### config.mk
export PLATFORM = sky130hd
export DESIGN_NAME = nvs_ctrl
export DESIGN_NICKNAME = d
export VERILOG_FILES = /design/src/rtl/nvs_pkg.sv /design/src/rtl/nvs_cmd_decode.sv /design/src/rtl/nvs_edge_arm.sv /design/src/rtl/nvs_cycle_timer.sv /design/src/rtl/nvs_ctrl.sv
export SDC_FILE = /design/constraint.sdc
export NUM_CORES = 1
export LEC_CHECK = 0
export BUFFER_PORTS_ARGS = -buffer_cell sky130_fd_sc_hd__buf_2
export CAP_MARGIN = 15
export CORE_AREA = 2 2 68 77
export DETAILED_ROUTE_END_ITERATION = 12
export DIE_AREA = 0 0 70 79
export PLACE_DENSITY = 0.57
export SLEW_MARGIN = 20
export SYNTH_ARGS = -nofsm -noshare
export SYNTH_HDL_FRONTEND = slang
export SYNTH_SLANG_ARGS = --single-unit
### constraint.sdc
create_clock -name clk -period 2.2 [get_ports clk]
set_clock_uncertainty 0.1 [all_clocks]
set_input_delay 0.11 -clock clk [delete_from_list [all_inputs] [get_ports clk]]
set_output_delay 0.11 -clock clk [all_outputs]
set_load 0.03 [all_outputs]
### src/rtl/nvs_pkg.sv
package nvs_pkg;
  typedef enum logic [1:0] {
    NV_IDLE   = 2'd0,
    NV_STORE  = 2'd1,
    NV_RECALL = 2'd2
  } nv_mode_t;
endpackage

### src/rtl/nvs_cmd_decode.sv
module nvs_cmd_decode (
  input  logic ce_n,
  input  logic oe_n,
  input  logic we_n,
  input  logic nv_n,
  input  logic busy,
  output logic is_store,
  output logic is_recall,
  output logic sram_rd,
  output logic sram_wr
);
  // Nonvolatile command levels
  assign is_store  = !nv_n && !ce_n && !we_n && oe_n;
  assign is_recall = !nv_n && !ce_n && !oe_n && we_n;
  // Plain SRAM access, suppressed while a nonvolatile cycle runs
  assign sram_rd = !busy && !ce_n && !oe_n && we_n && nv_n;
  assign sram_wr = !busy && !ce_n && !we_n && nv_n;
endmodule

### src/rtl/nvs_edge_arm.sv
module nvs_edge_arm (
  input  logic clk,
  input  logic rst_n,
  input  logic is_store,
  input  logic is_recall,
  input  logic supply_ok,
  output logic store_edge,
  output logic recall_edge,
  output logic pwr_rise
);
  logic prev_store, prev_recall, supply_q, armed;

  always_ff @(posedge clk or negedge rst_n) begin
    if (!rst_n) begin
      prev_store  <= 1'b0;
      prev_recall <= 1'b0;
      supply_q    <= 1'b0;
      armed       <= 1'b0;
    end else begin
      prev_store  <= is_store;
      prev_recall <= is_recall;
      supply_q    <= supply_ok;
      armed       <= 1'b1;
    end
  end

  // The first edge after reset only records levels, so a held command is ignored
  assign store_edge  = armed && is_store && !prev_store;
  assign recall_edge = armed && is_recall && !prev_recall;
  assign pwr_rise    = supply_ok && !supply_q;
endmodule

### src/rtl/nvs_cycle_timer.sv
module nvs_cycle_timer #(
  parameter int CW = 8
) (
  input  logic          clk,
  input  logic          rst_n,
  input  logic          load,
  input  logic [CW-1:0] len_m1,
  output logic          expire
);
  logic [CW-1:0] cnt;

  always_ff @(posedge clk or negedge rst_n) begin
    if (!rst_n)           cnt <= '0;
    else if (load)        cnt <= len_m1;
    else if (cnt != '0)   cnt <= cnt - 1'b1;
  end

  assign expire = (cnt == '0);
endmodule

### src/rtl/nvs_ctrl.sv
module nvs_ctrl #(
  parameter int STORE_CLKS   = 2000000,
  parameter int RECALL_CLKS  = 4000,
  parameter int RESTORE_CLKS = 130000
) (
  input  logic clk,
  input  logic rst_n,
  input  logic ce_n,
  input  logic oe_n,
  input  logic we_n,
  input  logic nv_n,
  input  logic supply_ok,
  output logic store_go,
  output logic recall_go,
  output logic busy,
  output logic sram_rd,
  output logic sram_wr
);
  import nvs_pkg::*;

  localparam int MAXC_A = (STORE_CLKS > RECALL_CLKS) ? STORE_CLKS : RECALL_CLKS;
  localparam int MAXC   = (MAXC_A > RESTORE_CLKS) ? MAXC_A : RESTORE_CLKS;
  localparam int CW     = (MAXC > 1) ? $clog2(MAXC) : 1;
  localparam logic [CW-1:0] ST_M1 = CW'(STORE_CLKS - 1);
  localparam logic [CW-1:0] RC_M1 = CW'(RECALL_CLKS - 1);
  localparam logic [CW-1:0] RS_M1 = CW'(RESTORE_CLKS - 1);

  nv_mode_t mode, mode_n;
  logic is_store, is_recall, store_edge, recall_edge, pwr_rise;
  logic load, expire, sgo_n, rgo_n;
  logic [CW-1:0] len_m1;

  nvs_cmd_decode u_dec (
    .ce_n(ce_n), .oe_n(oe_n), .we_n(we_n), .nv_n(nv_n), .busy(busy),
    .is_store(is_store), .is_recall(is_recall),
    .sram_rd(sram_rd), .sram_wr(sram_wr)
  );

  nvs_edge_arm u_edge (
    .clk(clk), .rst_n(rst_n), .is_store(is_store), .is_recall(is_recall),
    .supply_ok(supply_ok), .store_edge(store_edge),
    .recall_edge(recall_edge), .pwr_rise(pwr_rise)
  );

  nvs_cycle_timer #(.CW(CW)) u_tmr (
    .clk(clk), .rst_n(rst_n), .load(load), .len_m1(len_m1), .expire(expire)
  );

  always_comb begin
    mode_n = mode;
    load   = 1'b0;
    len_m1 = '0;
    sgo_n  = 1'b0;
    rgo_n  = 1'b0;
    if (pwr_rise) begin
      mode_n = NV_RECALL;
      load   = 1'b1;
      len_m1 = RS_M1;
      rgo_n  = 1'b1;
    end else begin
      unique case (mode)
        NV_STORE: begin
          if (!supply_ok || expire) mode_n = NV_IDLE;
        end
        NV_RECALL: begin
          if (expire) mode_n = NV_IDLE;
        end
        default: begin
          if (store_edge && supply_ok) begin
            mode_n = NV_STORE;
            load   = 1'b1;
            len_m1 = ST_M1;
            sgo_n  = 1'b1;
          end else if (recall_edge) begin
            mode_n = NV_RECALL;
            load   = 1'b1;
            len_m1 = RC_M1;
            rgo_n  = 1'b1;
          end
        end
      endcase
    end
  end

  always_ff @(posedge clk or negedge rst_n) begin
    if (!rst_n) begin
      mode      <= NV_IDLE;
      store_go  <= 1'b0;
      recall_go <= 1'b0;
    end else begin
      mode      <= mode_n;
      store_go  <= sgo_n;
      recall_go <= rgo_n;
    end
  end

  assign busy = (mode != NV_IDLE);
endmodule

== Word level (Yosys, flattened, before mapping) ==
Index checks and enable logic that the tools add are counted.

* Flip-flop bits (word level): 29

* $add $sub $neg: 1
* Equality and inequality tests: 4
* Muxes and demuxes: 22
* Reduce and logical (&&, ||, !) cells: 34

{| class="wikitable"
|+ Operator list
! operator !! number
|-
| $mux 21 || 5
|-
| $logic_not 21->1 || 1
|-
| $reduce_bool 21->1 || 1
|-
| $sub 21x1->21 const B || 1
|-
| $logic_and 1x1->1 || 17
|-
| $mux 12 || 1
|-
| $mux 1 || 10
|-
| $mux 2 || 5
|-
| $logic_not 1->1 || 9
|-
| $ne 3x3->1 const B || 2
|-
| $reduce_bool 5->1 || 1
|-
| $pmux 2 s2 || 1
|-
| $reduce_bool 2->1 || 2
|-
| $reduce_and 3->1 || 1
|-
| $eq 2x1->1 const B || 1
|-
| $eq 2x2->1 const B || 1
|-
| $reduce_or 2->1 || 1
|-
| $logic_or 1x1->1 || 1
|}

== Logic depth before layout (Yosys ltp) ==
* Depth in word-level cells: 11
* Gate-level depth with buffers: 8

== Hierarchy ==
A second synthesis with hierarchy kept.

* Cell total of the unflattened synthesis: 170
* Area total of the unflattened synthesis: 1747.9 sq um

{| class="wikitable"
|+ Modules (own cells, without submodules)
! module !! instances !! cells an instance !! area each (sq um)
|-
| nvs_cycle_timer || 1 || 129 || 1297.5
|-
| nvs_ctrl || 1 || 27 || 286.5
|-
| nvs_edge_arm || 1 || 8 || 127.6
|-
| nvs_cmd_decode || 1 || 6 || 36.3
|}

== Worst setup path after synthesis ==
OpenSTA, ideal clock, no wires.

* Path kind: register -> register
* Start point: register u_tmr.cnt[6]
* End point: register u_tmr.cnt[19]
* Setup time: 0.087 ns
* Arrival: 1.999 ns
* Path slack: 0.014 ns
* Cell stages (with the launch flop): 7
* Path buffers: 1
* Period minus slack after synthesis: 2.186 ns
* Path through: dfrtp_1 > or4_4 > buf_6 > or4_4 > nor4_4 > nor3_1 > a211oi_2

* Cells in the longest elaborated chain, start to end: 3
* Elaborated cells on any way between the ends: 5
* Those cells by class: 1 x add/sub; 2 x mux; 2 x reduce/logical

{| class="wikitable"
|+ RTL lines
! element !! line !! text
|-
| start: declaration || nvs_cycle_timer.sv:10 || <nowiki>logic [CW-1:0] cnt;</nowiki>
|-
| start signal: assignment || nvs_cycle_timer.sv:14 || <nowiki>else if (load) cnt <= len_m1;</nowiki>
|-
| start signal: assignment || nvs_cycle_timer.sv:15 || <nowiki>else if (cnt != '0) cnt <= cnt - 1'b1;</nowiki>
|-
| $sub 21x1->21 || nvs_cycle_timer.sv:15 ||
|-
| $mux 21 || nvs_cycle_timer.sv:15 ||
|-
| $mux 21 || nvs_cycle_timer.sv:14 ||
|}

Several ways; a longest one is shown, not always the timed one. The select of a mux whose other input is x is not followed.
A chain may end at the register's enable or synchronous reset.

== Worst setup path in the final report ==
* Start point: register u_tmr.cnt[7]
* End point: register u_tmr.cnt[17]

The elaborated chain is that of the path after synthesis.

==> metrics.md <==
| Metric | Value |
|---|---|
| Number of enable-type register cells in the synthesized netlist | `0` |
| Number of I/O pins | `12` |
| Final Max Tran Viols | `0` |
| Clk pwr share | `0.290` |
| Capturing element type of the critical path | `register` |
| Effective utilization at floorplan | `0.338` |
| Post-route DRC violation count | `0` |
| Worst-case vdd ir drop | `0.372 mV` |
| Vias | `1402` |
| Total CTS buffers | `5` |
| FF+latch count, synth | `29` |
| Number of sinks driven by the clock tree | `29` |
| PD cells | `777 mW/mm^2` |
| Placed Instances | `between 200 and 300` |
| Net count of the mapped netlist | `around 180` |
| Unrepaired setup endpoints after global routing | `yes` |
| Yosys top cell area share | `0.448` |
| Count of unique library cells instantiated by Yosys | `40` |
| Gr ovfl total | `0` |
| Die area | `between 0.005 and 0.006 mm^2` |
| Share of synthesized area occupied by flip-flops and latches | `0.448` |
| Leakage power | `between 0.0009 and 0.001 uW` |
| Port Buffers | `11` |
| Proportion of synthesized flip-flops having asynchronous set or reset | `1.00` |
| WP data arrival | `about 2200 ps` |
| Post-detail-place hpwl | `2740 um` |
| Final Setup Violations | `0` |
| First-pass DRT Iterations | `4` |
| H-tree level count | `2` |
| Synthesis Warnings | `0` |
| Clock network latency to the later pin of the worst-skew pair | `around 280 ps` |
| Final instance count without filler cells | `between 200 and 300` |
| Share of power burned in registers | `0.402` |
| Most common flop cell mapped by yosys | `dfrtp_1` |
| Hold Path Class | `in2reg` |
| Ratio of cells with drive above 1 in the final layout | `0.320` |
| Part of the cycle the worst path needs | `0.978` |
| Max Fanout on Critical Path | `4` |
| Weighted congestion reported at the end of routability-driven placement | `0.868` |
| # Max-Cap Violations | `0` |
| Global router's overall resource usage | `0.151` |
| DIE HEIGHT | `slightly below 80 um` |
| Largest net degree at the start of global routing | `30` |
| Placeable Area | `between 0.004 and 0.005 mm^2` |
| Internal Pwr Total | `around 1100 uW` |
| Total Nets Final | `230` |
| Synth area leaders | `dfrtp_1 45%, a21oi_1 4.6%, nor2_1 4.2%, ha_1 3.9%, xnor2_1 3.2%` |
| Antenna-violating nets left | `0` |
| Fraction of power spent switching nets | `0.321` |
| Summed instance area of the synthesized netlist | `0.00162 mm^2` |
| Synth-to-Final Area Change | `33.6%` |
| Via count of the first global-routing pass | `between 1000 and 1500` |
| Post-route minimum period | `2150 ps` |
| Clock root cell | `clkbuf_8` |
| Final routed wirelength across all metal layers | `3910 um` |
| CTS Buffer Depth | `2` |
| Worst slew margin | `0.560` |
| Antenna Diode Count | `0` |
| Clock slew at the register clock pins of the worst setup and hold paths | `around 60 ps` |
| Synthesized area divided by synthesized cell count | `roughly 9.8 um^2` |
| Worst Tran Pin Value | `between 600 and 700 ps` |
| Count of mapped cells out of synthesis | `166` |
| Worst setup path class | `reg2reg` |
| Max Freq | `0.465 GHz` |
| Clock tree from TritonCTS | `built` |
| Final number of hold-violating endpoints | `0` |
| Run status | `finished, final reports clean` |
| Die extent in x | `70 um` |
| First-pass GRT wire length | `between 6000 and 7000 um` |
| Crit path required time | `2260 ps` |
| Portion of total power attributed to combinational logic | `0.308` |
| Initial antenna violation count | `0` |
| Reg-to-reg slack, setup | `~48 ps` |
| Violation count after the first detailed-route iteration | `100` |
| Launching element type of the critical path | `register` |
| Worst Hold Margin | `roughly 56 ps` |
| Num rows | `27` |
| Power spent charging and discharging nets | `540 uW` |
| Routed wirelength normalized by instance count | `14.1 um` |
| Average via count per standard cell | `5.06` |
| Post-synthesis cell type with the largest combined area | `dfrtp_1` |
[logic make-up after synthesis]
family / synth area share
other: 0.00231
adder cells (fa/ha/maj): 0.0386
XOR/XNOR: 0.0649
flip-flops: 0.448
multiplexers: 0.0247
AO/OA/AOI/OAI: 0.131
buffers and inverters: 0.0394
AND/OR/NAND/NOR: 0.251
[routing by layer]
metal	part of all wire	global-route usage
met5	0	0
met4	0.018	0.0404
met3	0.027	0.0343
met2	0.51	0.273
met1	0.44	0.180
[power by group through the flow]
stage / registers (uW) / logic (uW) / clock network, uW
6_report: 676 / 518 / 488
5_1_grt: 687 / 583 / 533
4_1_cts: 671 / 496 / 511
3_5_place_dp: 681 / 484 / 0
3_3_place_gp: 677 / 483 / 0
2_1_floorplan: 694 / 276 / 0
[flip-flops by register name (all words and copies together), names as in the netlist]
signal,count
u_edge.prev_store,1
mode,2
u_tmr.cnt,21
u_edge.prev_recall,1
u_edge.supply_q,1
store_go,1
recall_go,1
u_edge.armed,1
[worst max-delay path: stages, from the launching register on]
cell	delay [ps]
dfrtp_1	390
or4_4	540
or4_4	590
o21a_1	190
o21ai_1	140
a21oi_1	90
[synthesized netlist by cell type (2+ instances only)]
cell type and count:
o22ai_1 2, o21ai_0 4, o41ai_1 2, or3_1 2
dfrtp_1 29, ha_1 5, nor4b_2 2, nor3_1 8
xnor2_1 6, nor3b_1 3, or4_4 2, nand2b_1 2
nand2_1 8, xor2_1 6, o21ai_1 2, nand3b_1 2
or4_1 3, mux2i_1 4, a211oi_1 2, a31o_2 2
nor2b_1 2, inv_1 10, nand4_1 3, clkbuf_1 4
o21a_1 2, nor4_1 4, a21oi_1 15, nor2_1 18
[placed cells by master, fill, tap and decap left out, types with 3 or more instances in the layout]
master / Yosys / layout
inv_1: 10 / 10
o21ai_0: 4 / 3
dfrtp_1: 29 / 29
nor4_1: 4 / 4
buf_4: 0 / 35
or4_4: 2 / 4
xor2_1: 6 / 6
nand4_1: 3 / 3
nor2_1: 18 / 18
dlygate4sd3_1: 0 / 4
ha_1: 5 / 5
nand2_1: 8 / 8
clkbuf_8: 0 / 7
mux2i_1: 4 / 4
nor4b_2: 2 / 3
nor3_1: 8 / 7
a21oi_1: 15 / 15
xnor2_1: 6 / 6
buf_2: 0 / 11
[worst paths after layout]
check                        startpoint                  to  cells after the start
min in group asynchronous         rst_n       u_tmr.cnt[18]                      2
max reg2reg                u_tmr.cnt[7]       u_tmr.cnt[17]                      5
min reg2reg                     mode[1]             mode[1]                      2
min                                oe_n  u_edge.prev_recall                      3
max                        u_tmr.cnt[7]       u_tmr.cnt[17]                      5
max in group asynchronous         rst_n        u_tmr.cnt[2]                      2
[timing repair]
item / CTS / global route
hold endpoints to repair: 31 / 0
gates resized for setup: 0 / 9
buffers inserted: 0 / 6
gates cloned: 0 / 0
hold buffers: 4 / 0
pin swaps: 1 / 2
endpoints found under the setup margin: 1 / 12
[cell type report]
cell class / instances / area (um^2)
Clock buffer: 7 / 96.3
Multi-Input combinational cell: 122 / 870
Timing Repair Buffer: 50 / 358
Sequential cell: 29 / 726
Inverter: 10 / 37.5
Clock inverter: 1 / 5.00
Fill cell: 488 / 2630
Tap cell: 58 / 72.6
[metrics by stage]
step | worst slack (ps) | util | TNS (ps) | instance area [um^2] | power (uW)
2_1_floorplan | 13.8 | - | 0 | 1620 | 969
3_3_place_gp | 42.2 | 0.404 | 0 | 1940 | 1160
3_5_place_dp | 3.64 | 0.404 | 0 | 1940 | 1160
4_1_cts | 7.01 | 0.434 | 0 | 2080 | 1680
5_1_grt | -23.4 | 0.451 | -64.2 | 2160 | 1800
6_report | 48.1 | 0.451 | 0 | 2160 | 1680
(Power assumes the default switching activity.)
